--- config.mk ---
export PLATFORM = sky130hd
export DESIGN_NAME = cmd_finish_status
export DESIGN_NICKNAME = d
export VERILOG_FILES = /design/src/rtl/cfs_pkg.sv /design/src/rtl/cfs_esr_merge.sv /design/src/rtl/cfs_xstat_mux.sv /design/src/rtl/cmd_finish_status.sv
export SDC_FILE = /design/constraint.sdc
export NUM_CORES = 1
export LEC_CHECK = 0
export BUFFER_PORTS_ARGS = -buffer_cell sky130_fd_sc_hd__buf_2
export CORE_MARGIN = 2
export CORE_UTILIZATION = 50
export CTS_CLUSTER_SIZE = 24
export DETAILED_ROUTE_END_ITERATION = 8
export PLACE_DENSITY = 0.88
export SYNTH_ARGS = -nofsm -noshare
export SYNTH_HDL_FRONTEND = slang
export SYNTH_HIERARCHICAL = 1
export SYNTH_SLANG_ARGS = --single-unit
--- constraint.sdc ---
create_clock -name clk -period 6.5 [get_ports clk]
set_input_delay 0.65 -clock clk [delete_from_list [all_inputs] [get_ports clk]]
set_output_delay 0.65 -clock clk [all_outputs]
set_load 0.01 [all_outputs]
--- src/rtl/cfs_pkg.sv ---
package cfs_pkg;
    typedef enum logic [1:0] {S_IDLE, S_ACTIVE, S_XSTAT} cfs_state_e;

    localparam int ESR_W    = 12;
    localparam int DBR_W    = 16;
    localparam int BYTE_W   = 8;
    localparam int XS_LEN   = 8;
    localparam int XS_IDX_W = $clog2(XS_LEN);

    localparam int B_INIT = 2;
    localparam int B_DDEN = 5;
    localparam int B_RDY  = 7;
    localparam int B_USEL = 8;
    localparam int B_NXM  = 11;

    // implemented, error-summary and drive-rebuilt bit groups
    localparam logic [ESR_W-1:0] ESR_IMPL = 12'hDFD;
    localparam logic [ESR_W-1:0] ESR_ERRS = 12'hC19;
    localparam logic [ESR_W-1:0] ESR_DRV  = 12'h1A0;
endpackage

--- src/rtl/cfs_esr_merge.sv ---
module cfs_esr_merge
    import cfs_pkg::*;
(
    input  logic [ESR_W-1:0] esr_q,
    input  logic [ESR_W-1:0] flags,
    input  logic             drv_sel,
    input  logic [1:0]       drv_att,
    input  logic [1:0]       drv_dd,
    output logic [ESR_W-1:0] esr_d,
    output logic             err_hit
);
    logic att_sel;
    logic dd_sel;

    always_comb begin
        att_sel = drv_att[drv_sel];
        dd_sel  = drv_dd[drv_sel];
        esr_d   = (esr_q | (flags & ESR_IMPL)) & ~ESR_DRV;
        esr_d[B_USEL] = drv_sel;
        esr_d[B_RDY]  = att_sel;
        esr_d[B_DDEN] = att_sel & dd_sel;
        err_hit = |(esr_d & ESR_ERRS);
    end
endmodule

--- src/rtl/cfs_xstat_mux.sv ---
module cfs_xstat_mux
    import cfs_pkg::*;
(
    input  logic [XS_IDX_W-1:0] idx,
    input  logic [BYTE_W-1:0]   code,
    input  logic [BYTE_W-1:0]   wc,
    input  logic [BYTE_W-1:0]   trk0,
    input  logic [BYTE_W-1:0]   trk1,
    input  logic [BYTE_W-1:0]   rtrk,
    input  logic [BYTE_W-1:0]   rsec,
    input  logic                drv_sel,
    input  logic                den_sel,
    input  logic [1:0]          drv_att,
    input  logic [1:0]          drv_dd,
    output logic [BYTE_W-1:0]   byte_o
);
    logic [BYTE_W-1:0] flag_byte;

    always_comb begin
        flag_byte = {drv_sel, drv_dd[1], drv_att[drv_sel], drv_dd[0], 3'b000, den_sel};
        unique case (idx)
            3'd0: byte_o = code;
            3'd1: byte_o = wc;
            3'd2: byte_o = trk0;
            3'd3: byte_o = trk1;
            3'd4: byte_o = rtrk;
            3'd5: byte_o = rsec;
            3'd6: byte_o = flag_byte;
            3'd7: byte_o = drv_sel ? trk1 : trk0;
        endcase
    end
endmodule

--- src/rtl/cmd_finish_status.sv ---
module cmd_finish_status
    import cfs_pkg::*;
(
    input  logic              clk,
    input  logic              rst_n,
    input  logic              cmd_start,
    input  logic              cmd_rw,
    input  logic              fin_req,
    input  logic [11:0]       fin_flags,
    input  logic [7:0]        fin_code,
    input  logic              xs_req,
    input  logic              dma_fault,
    input  logic              ie,
    input  logic              drv_sel,
    input  logic              den_sel,
    input  logic [1:0]        drv_att,
    input  logic [1:0]        drv_dd,
    input  logic [7:0]        xs_wc,
    input  logic [7:0]        trk0,
    input  logic [7:0]        trk1,
    input  logic [7:0]        req_trk,
    input  logic [7:0]        req_sec,
    output logic              busy,
    output logic              done,
    output logic              irq,
    output logic              csr_err,
    output logic [11:0]       esr,
    output logic [7:0]        ecode,
    output logic [15:0]       dbr,
    output logic              xs_valid,
    output logic [2:0]        xs_idx,
    output logic [7:0]        xs_byte
);
    localparam logic [XS_IDX_W-1:0] LAST_IDX = XS_IDX_W'(XS_LEN - 1);

    cfs_state_e           state_q, state_d;
    logic [ESR_W-1:0]     esr_q;
    logic [BYTE_W-1:0]    code_q;
    logic [DBR_W-1:0]     dbr_q;
    logic                 done_q, irq_q, err_q, fault_q;
    logic [XS_IDX_W-1:0]  idx_q;

    logic                 accept_start, fin_now;
    logic [ESR_W-1:0]     flags_eff, esr_merged;
    logic [BYTE_W-1:0]    code_eff;
    logic                 err_hit;

    always_comb begin
        accept_start = (state_q == S_IDLE) && cmd_start;
        fin_now      = ((state_q == S_ACTIVE) && fin_req) ||
                       ((state_q == S_XSTAT) && (idx_q == LAST_IDX));
        flags_eff    = '0;
        code_eff     = fin_code;
        if (state_q == S_XSTAT) begin
            flags_eff[B_NXM] = fault_q | dma_fault;
            code_eff         = '0;
        end else begin
            flags_eff = fin_flags;
        end
    end

    cfs_esr_merge u_merge (
        .esr_q   (esr_q),
        .flags   (flags_eff),
        .drv_sel (drv_sel),
        .drv_att (drv_att),
        .drv_dd  (drv_dd),
        .esr_d   (esr_merged),
        .err_hit (err_hit)
    );

    cfs_xstat_mux u_xmux (
        .idx     (idx_q),
        .code    (code_q),
        .wc      (xs_wc),
        .trk0    (trk0),
        .trk1    (trk1),
        .rtrk    (req_trk),
        .rsec    (req_sec),
        .drv_sel (drv_sel),
        .den_sel (den_sel),
        .drv_att (drv_att),
        .drv_dd  (drv_dd),
        .byte_o  (xs_byte)
    );

    // next-state logic
    always_comb begin
        state_d = state_q;
        unique case (state_q)
            S_IDLE:   if (cmd_start) state_d = S_ACTIVE;
            S_ACTIVE: if (fin_req) state_d = S_IDLE;
                      else if (xs_req) state_d = S_XSTAT;
            S_XSTAT:  if (idx_q == LAST_IDX) state_d = S_IDLE;
            default:  state_d = S_IDLE;
        endcase
    end

    always_ff @(posedge clk) begin
        if (!rst_n) state_q <= S_IDLE;
        else        state_q <= state_d;
    end

    // registered outputs and status
    always_ff @(posedge clk) begin
        if (!rst_n) begin
            esr_q   <= '0;
            code_q  <= '0;
            dbr_q   <= '0;
            done_q  <= 1'b0;
            irq_q   <= 1'b0;
            err_q   <= 1'b0;
            fault_q <= 1'b0;
            idx_q   <= '0;
        end else begin
            if (accept_start) begin
                done_q <= 1'b0;
                irq_q  <= 1'b0;
                err_q  <= 1'b0;
                if (cmd_rw) begin
                    esr_q  <= esr_q & (ESR_W'(1) << B_INIT);
                    code_q <= '0;
                end
            end else if (fin_now) begin
                done_q <= 1'b1;
                irq_q  <= ie;
                err_q  <= (code_eff != '0) || err_hit;
                esr_q  <= esr_merged;
                code_q <= code_eff;
                dbr_q  <= DBR_W'(esr_merged);
            end else if (!ie) begin
                irq_q <= 1'b0;
            end

            if (state_q == S_XSTAT) begin
                idx_q   <= idx_q + 1'b1;
                fault_q <= fault_q | dma_fault;
            end else begin
                idx_q   <= '0;
                fault_q <= 1'b0;
            end
        end
    end

    assign busy     = (state_q != S_IDLE);
    assign done     = done_q;
    assign irq      = irq_q;
    assign csr_err  = err_q;
    assign esr      = esr_q;
    assign ecode    = code_q;
    assign dbr      = dbr_q;
    assign xs_valid = (state_q == S_XSTAT);
    assign xs_idx   = idx_q;
endmodule

== After elaboration in Yosys (flattened, before gate mapping) ==
Index checks and enable logic that the tools add are counted.
W data, S select, Z words.

* Add/sub/neg operators: 1
* Reduce and logical (&&, ||, !) cells: 16
* Equal/unequal tests: 14
* Multiplexer cells: 22
* Magnitude comparators: 1
* Bitwise gates (word level): 5

{| class="wikitable"
|+ Operator list
! operator !! count
|-
| $pmux W8 S8 || 1
|-
| $mux W8 || 5
|-
| $mux W12 || 3
|-
| $eq A3 B3 Y1 const B || 4
|-
| $or A12 B12 Y12 || 1
|-
| $mux W11 || 1
|-
| $mux W2 || 4
|-
| $reduce_bool A8 Y1 || 1
|-
| $mux W1 || 7
|-
| $eq A3 B2 Y1 const B || 2
|-
| $pmux W2 S3 || 1
|-
| $reduce_and A2 Y1 || 3
|-
| $reduce_or A5 Y1 || 1
|-
| $ne A2 B1 Y1 const B || 2
|-
| $ne A2 B2 Y1 const B || 2
|-
| $reduce_bool A2 Y1 || 2
|-
| $add A3 B1 Y3 const B || 1
|-
| $eq A3 B1 Y1 const B || 1
|-
| $logic_and A1 B1 Y1 || 3
|-
| $logic_not A3 Y1 || 1
|-
| $ne A3 B3 Y1 const B || 1
|-
| $reduce_and A3 Y1 || 1
|-
| $eq A2 B1 Y1 const B || 1
|-
| $eq A2 B2 Y1 const B || 1
|-
| 7 further kinds || 9
|}

* Bits of input ports: 74
* Register bits after elaboration: 41

== Depth between registers and ports, before layout ==
Gate-level depths: netlist of run 1.

* Depth after elaboration: 5
* Gate-level depth with buffers: 10
* Gate-level depth less buffers: 8

== Hierarchy ==
The synthesis of run 1 kept the hierarchy.

{| class="wikitable"
|+ Modules (own cells, without submodules)
! module !! cells an instance !! times used !! area each (µm²)
|-
| cmd_finish_status || 197 || 1 || 1,803.0
|-
| cfs_xstat_mux || 82 || 1 || 603.1
|-
| cfs_esr_merge || 16 || 1 || 117.6
|}

== Least setup slack after synthesis of run 1 ==
Ideal clock, no wire load.

* Kind: register to register
* Start point: register state_q[0]
* End point: register err_q (netlist: csr_err)
* Data required time: 6,381 ps
* Data arrival time: 2,264 ps
* Setup slack: 4,117 ps
* Stages on the path, launching flop included: 10
* Library setup time: 119 ps
* Cell sequence: dfxtp_1 buf_6 nand2b_1 clkbuf_1 and2_1 or4_1 or4_1 nor4_1 a2bb2oi_1 o221a_1

* Word-level cells in the longest chain between the ends: 5
* Elaborated cells on any way between the ends: 15
* Classes of those cells: eq/ne (2); mux (3); bitwise (1); reduce/logical (9)

{| class="wikitable"
|+ RTL lines
! what !! RTL line !! text
|-
| from (decl) || cmd_finish_status.sv:36 || <nowiki>cfs_state_e state_q, state_d;</nowiki>
|-
| from (signal assigned) || cmd_finish_status.sv:101 || <nowiki>else state_q <= state_d;</nowiki>
|-
| $eq A2 B2 Y1 || cmd_finish_status.sv:54 || <nowiki>if (state_q == S_XSTAT) begin</nowiki>
|-
| $mux W11 || cmd_finish_status.sv:54 ||
|-
| via flags_eff[3] || cmd_finish_status.sv:44 || <nowiki>logic [ESR_W-1:0] flags_eff, esr_merged;</nowiki>
|-
| $or A12 B12 Y12 || cfs_esr_merge.sv:18 || <nowiki>esr_d = (esr_q | (flags & ESR_IMPL)) & ~ESR_DRV;</nowiki>
|-
| $reduce_or A5 Y1 || cfs_esr_merge.sv:22 || <nowiki>err_hit = |(esr_d & ESR_ERRS);</nowiki>
|-
| via err_hit || cmd_finish_status.sv:46 || <nowiki>logic err_hit;</nowiki>
|-
| $logic_or A1 B1 Y1 || cmd_finish_status.sv:127 || <nowiki>err_q <= (code_eff != '0) || err_hit;</nowiki>
|-
| to (signal assigned) || cmd_finish_status.sv:127 ||
|-
| to (decl) || cmd_finish_status.sv:40 || <nowiki>logic done_q, irq_q, err_q, fault_q;</nowiki>
|}

The timed path passes the listed nets, and every way through them passes these cells.
A chain may end at the register's enable or synchronous reset.

== Worst setup path in the final report of run 1 ==
* Start point: register idx_q[0] (netlist: xs_idx[0])
* End point: output xs_byte[2]

* Word-level cells in the longest chain between the ends: 2
* Elaborated cells on any way between the ends: 9
* Classes of those cells: eq/ne (7); mux (1); reduce/logical (1)

{| class="wikitable"
|+ RTL lines
! what !! RTL line !! text
|-
| from (decl) || cmd_finish_status.sv:41 || <nowiki>logic [XS_IDX_W-1:0] idx_q;</nowiki>
|-
| from (signal assigned) || cmd_finish_status.sv:136 || <nowiki>idx_q <= idx_q + 1'b1;</nowiki>
|-
| $eq A3 B3 Y1, or another cell as far along || cfs_xstat_mux.sv:21 || <nowiki>unique case (idx)</nowiki>
|-
| $pmux W8 S8 * || cfs_xstat_mux.sv:21 ||
|-
| to (decl) || cmd_finish_status.sv:32 || <nowiki>output logic [7:0] xs_byte</nowiki>
|}

Every way passes the cells marked *; elsewhere a longest branch is shown, timed or not.

==> reports/results.tsv, run 1 <==
metric	value	unit
Post-Layout Cell Count	455	
worst setup margin	3.57	ns
Pleak	1.48	nW
Worst-path clk slew	0.07	ns
final instance area	0.00304	mm2
CP Launch Type	flop	
Inst Count DP	447	
Initial DRC Count	80	
Synth Warn #	6	
WL/cell	15.6	um
final hold vios	0	
grt met1 use	0.289	
Placed Area	0.00296	mm2
worst hold slack	0.465	ns
Max Fclk	0.341	GHz
layout cells sized above 1	0.376	
Max Buffers Root-to-Sink	2	
grt peak-use layer	met2	
PwrDens	170	mW/mm2
sum of negative setup slack	0	ns
first-pass GRT wire length	10.7	mm
via count	2554	
Pwr Total	517	uW
CTS root buf	clkbuf_8	
Global Route met3 Usage	0.0705	
GRT Total Usage	0.253	
Placer Congestion	0.822	
total CTS buffers	5	
Fin Clk Skew	0.00411	ns
critical path fanouts, max	22	
actual slew at the worst max-slew pin	0.951	ns
HP Class	flop to flop	
PortBufs	116	
Max stage delay on crit path	0.95	ns
CTS H-tree lvls	2	
CTS sink cnt	41	
antenna-violating nets left	0	
worst skew pair latency	0.29	ns
Slew HR	0.365	
initial antenna violation count	0	
CTS hold repair buffers	0	
CTS resizes	0	
Synth-to-Final Area Change	22.0	%
RSZ-0062 raised after global routing	no	
DRC viols	0	
GR Util met2	0.448	
DP Worst Slack	3.81	ns
First-pass DRT Iterations	4	
VDD IR max	0.000124	V
Horiz. Die Dim	74.6	um
Overflow after GRT	0	
DP HPWL	5.20	mm
Synth Cell Area	0.00249	mm2
min cycle time layout	2.93	ns
Slowest-stage cell, CP	dfxtp_1	
status	finished, final reports clean	
largest net degree at the start of global routing	35	
WS Path Type	flop to output pin	
CP Capture Type	output pin	
Gate Count Post-Synth	290	
Initial Util	0.524	
IO Pins	126	
Inserted Diodes	0	
final setup fails	0	
Total Nets Final	463	
Worst EP required	5.85	ns
vias per inst	5.61	
Floorplan Core Area	0.00475	mm2
Rows	25	
WL final	7.08	mm
Slew Viols, Final	0	
post-layout util	0.639	
Post-CTS Setup Bufs	0	
number of global-route vias before repair	2333	
CTS tree	yes	
Die Ht	74.6	um
cell chain of the critical path	mux4_2 > mux2_2 > buf_2	
die area	0.00557	mm2
max cap viols	0	
final period utilization	0.451	
syn_area_per_cell	8.59	um2
Data arrival, critical path	2.28	ns
[cell usage in the layout (no fill, tap or decap), types with 7 or more instances in the layout]
cell and n:
buf_2 116, dfxtp_1 41, nand3_1 33, inv_1 20, a21oi_1 17, o22ai_1 15
mux2i_1 15, nor2_1 13, o2bb2ai_1 9, or2_2 8, o21ai_0 8, and2_1 7
nand2_1 7
[routing by layer]
layer / vias to the layer above / routed length [um]
met5: - / 0
met1: 1169 / 2820
met4: 0 / 180
met3: 16 / 676
met2: 124 / 3410
li1: 1245 / -
[where the power goes]
part | total, mW | switching, mW | internal, mW
clock | 0.160 | 0.0839 | 0.0763
sequential | 0.265 | 0.00695 | 0.258
combinational | 0.0910 | 0.0477 | 0.0433
total | 0.517 | 0.139 | 0.378
[worst max-delay path, delay by kind of cell (launching register included)]
| kind | cells | cell delay (ns) |
|---|---|---|
| buf+inv | 1 | 0.14 |
| flops | 1 | 0.95 |
| mux | 2 | 0.89 |
[worst paths after layout]
| kind | start | to | slack, ns | cells after the start |
|---|---|---|---|---|
| worst max-delay path | xs_idx[0]$_SDFF_PN0_ | xs_byte[2] | 3.57 | 3 |
| worst min-delay path | done$_SDFFE_PP0P_ | done$_SDFFE_PP0P_ | 0.47 | 1 |
| worst min register to register | done$_SDFFE_PP0P_ | done$_SDFFE_PP0P_ | 0.47 | 1 |
| worst max register to register | state_q[1]$_SDFFE_PN0P_ | csr_err$_SDFFE_PP0P_ | 3.80 | 7 |
[final cells by class]
type	count	area, um2
Sequential cell	41	821
Timing Repair Buffer	116	581
Tap cell	67	83.8
Clock buffer	8	80.1
Multi-Input combinational cell	202	1400
Inverter	21	78.8
Fill cell	415	1710
[flip-flops by register name, indices dropped and copies added, names as in the netlist]
register  count
done          1
ecode         8
irq           1
esr          12
state_q       2
xs_idx        3
dbr          12
fault_q       1
csr_err       1
No activity file was read; power rests on OpenSTA's default activity.
==> run 2: changes to the inputs <==
ABC_AREA = 1   (was not set)
CORE_UTILIZATION = 42   (was 50)
PLACE_DENSITY = 0.79   (was 0.88)
clock period = 2.4 ns   (was 6.5 ns; I/O delays follow)
==> run 2 against run 1 <==
  * Synthesized cell count rose by 34%
  * Cell count up 26%
  * Global-route usage is 2.8 points lower
  * Die area increased by 20%
  * Register-to-register slack worse by 3.2 ns
  * Wire length is 5.4% higher
  * First-iteration DRC count up 41%
  * Area after synthesis is 1.9% higher
  * Critical endpoint unchanged
==> reports/results.tsv, run 2 <==
metric	value	unit	change
CTS tree	yes		unchanged
IO Pins	126		unchanged
final hold vios	0		unchanged
Placer Congestion	0.797		was 0.822
Fill cells	624		was 415
worst setup margin	0.458	ns	was 3.57 ns
Floorplan Core Area	0.00589	mm2	was 0.00475 mm2
critical path fanouts, max	8		was 22
Max Buffers Root-to-Sink	2		unchanged
max cap viols	0		unchanged
PwrDens	453	mW/mm2	was 170 mW/mm2
Fin Clk Skew	0.00591	ns	was 0.00411 ns
worst skew pair latency	0.29	ns	about the same
PortBufs	116		unchanged
Die Ht	81.8	um	was 74.6 um
first-pass GRT wire length	12.0	mm	was 10.7 mm
number of global-route vias before repair	2664		was 2333
GRT Total Usage	0.225		was 0.253
Slew Viols, Final	0		unchanged
initial antenna violation count	0		unchanged
Pleak	1.73	nW	was 1.48 nW
hold endpoint	irq$_SDFFE_PP0P_		was done$_SDFFE_PP0P_
Multi-input gate area	0.00138	mm2	was 0.00140 mm2
CTS resizes	0		unchanged
Inserted Diodes	0		unchanged
worst hold start	ie		was done$_SDFFE_PP0P_
R2R Setup Slk	0.61	ns	was 3.80 ns
die area	0.00669	mm2	was 0.00557 mm2
Post-CTS Setup Bufs	0		unchanged
WL final	7.47	mm	was 7.08 mm
syn_area_per_cell	6.53	um2	was 8.59 um2
CP Launch Type	flop		unchanged
R2R depth	13		was 7
FF/Latch Area	821	um2	unchanged
Total Nets Final	572		was 463
Worst R2R End	csr_err$_SDFFE_PP0P_		unchanged
Synth Warn #	6		unchanged
min cycle time layout	1.94	ns	
actual slew at the worst max-slew pin	0.503	ns	was 0.951 ns
CTS hold repair buffers	0		unchanged
Max stage delay on crit path	0.42	ns	was 0.95 ns
WL/cell	13.1	um	was 15.6 um
r2r startpoint	state_q[1]$_SDFFE_PN0P_		unchanged
DRC viols	0		unchanged
Max Fclk	0.515	GHz	
Initial DRC Count	113		was 80
layout cells sized above 1	0.312		was 0.376
Horiz. Die Dim	81.8	um	was 74.6 um
CP Capture Type	output pin		unchanged
Overflow after GRT	0		unchanged
CTS root buf	clkbuf_8		unchanged
First-pass DRT Iterations	5		was 4
most frequent CP cell	nor2_1		
status	finished, final reports clean		unchanged
RSZ-0062 raised after global routing	no		unchanged
final setup fails	0		unchanged
Synth Cell Area	0.00254	mm2	was 0.00249 mm2
vias per inst	5.13		was 5.61
Synth-to-Final Area Change	25.2	%	was 22.0%
cell chain of the critical path	nor2_1 > nand2_1 > nor2_1 > nor2_1 > nand3_1 > buf_2		was mux4_2 > mux2_2 > buf_2
Rows	28		was 25
final period utilization	0.809		
commonest non-fill, non-tap cell in the layout	buf_2		unchanged
Worst EP required	2.16	ns	was 5.85 ns
CTS sink cnt	41		unchanged
Initial Util	0.432		was 0.524
Slew HR	0.664		was 0.365
most frequent cells in the layout	buf_2, nand2_1, nand3_1, nor2_1, dfxtp_1		was buf_2, dfxtp_1, nand3_1, inv_1, a21oi_1
via count	2932		was 2554
antenna-violating nets left	0		unchanged
VDD IR max	0.000441	V	was 0.000124 V
sum of negative setup slack	0	ns	unchanged
DP HPWL	5.63	mm	was 5.20 mm
Gate Count Post-Synth	389		was 290
Slowest-stage cell, CP	dfxtp_1		unchanged
Worst-path clk slew	0.08	ns	was 0.07 ns
WS Path Type	flop to output pin		unchanged
largest net degree at the start of global routing	29		was 35
CTS H-tree lvls	2		unchanged
total CTS buffers	5		unchanged
Data arrival, critical path	1.70	ns	was 2.28 ns
WHS Path Cells	3		was 1
DP Worst Slack	0.606	ns	was 3.81 ns
HP Class	primary input to flop		was flop to flop
## run 2: per-stage QoR
| step | utilization | area, um2 | std cells | hold WS [ns] | total power [mW] |
|---|---|---|---|---|---|
| 2_1_floorplan | - | 2550 | 392 | 0.374 | 0.881 |
| 3_3_place_gp | 0.524 | 3080 | 564 | 0.447 | 0.978 |
| 6_report | 0.540 | 3180 | 572 | 0.194 | 1.44 |
| 3_5_place_dp | 0.524 | 3080 | 564 | 0.452 | 0.982 |
| 5_1_grt | 0.540 | 3180 | 572 | 0.216 | 1.51 |
| 4_1_cts | 0.540 | 3180 | 572 | 0.186 | 1.45 |
## run 2: how the worst max path moves through the flow
stage	startpoint	endpoint	slack [ns]	cells after the start
2_1_floorplan	state_q[1]$_SDFFE_PN0P_	csr_err$_SDFFE_PP0P_	0.71	13
3_3_place_gp	xs_idx[1]$_SDFF_PN0_	esr[0]$_SDFFE_PN0P_	0.63	7
3_5_place_dp	xs_idx[1]$_SDFF_PN0_	esr[3]$_SDFFE_PN0P_	0.61	7
4_1_cts	xs_idx[1]$_SDFF_PN0_	xs_byte[6]	0.47	6
5_1_grt	xs_idx[1]$_SDFF_PN0_	xs_byte[1]	0.32	7
6_report	xs_idx[1]$_SDFF_PN0_	xs_byte[2]	0.46	6
## run 2: layout make-up
cell class,instances,share of cell area
clock buffers,6,0.0260
clock inverters,2,0.00433
inverters,39,0.0476
multi-input cells,285,0.433
flip-flops and latches,41,0.258
well taps,75,0.0295
repair buffers,124,0.201
## run 2: critical path, delay by kind of cell (launching register included)
kind | cells | cell delay, ns
flip-flops | 1 | 0.42
buffers and inverters | 1 | 0.13
AND/OR/NAND/NOR | 5 | 0.85
## run 2: metal layers
layer | vias up | global-route usage | wire [um] | part of all wire
li1 | 1474 | - | - | -
met1 | 1291 | 0.288 | 3180 | 0.43
met2 | 153 | 0.375 | 3370 | 0.45
met3 | 14 | 0.0495 | 795 | 0.11
met4 | 0 | 0.0700 | 128 | 0.017
met5 | - | 0 | 0 | 0
## run 2: where the power goes
part           leakage, nW  internal (mW)  switching [mW]
Clock               0.0512          0.233           0.239
Sequential           0.332          0.699          0.0142
Combinational         1.35          0.104           0.151
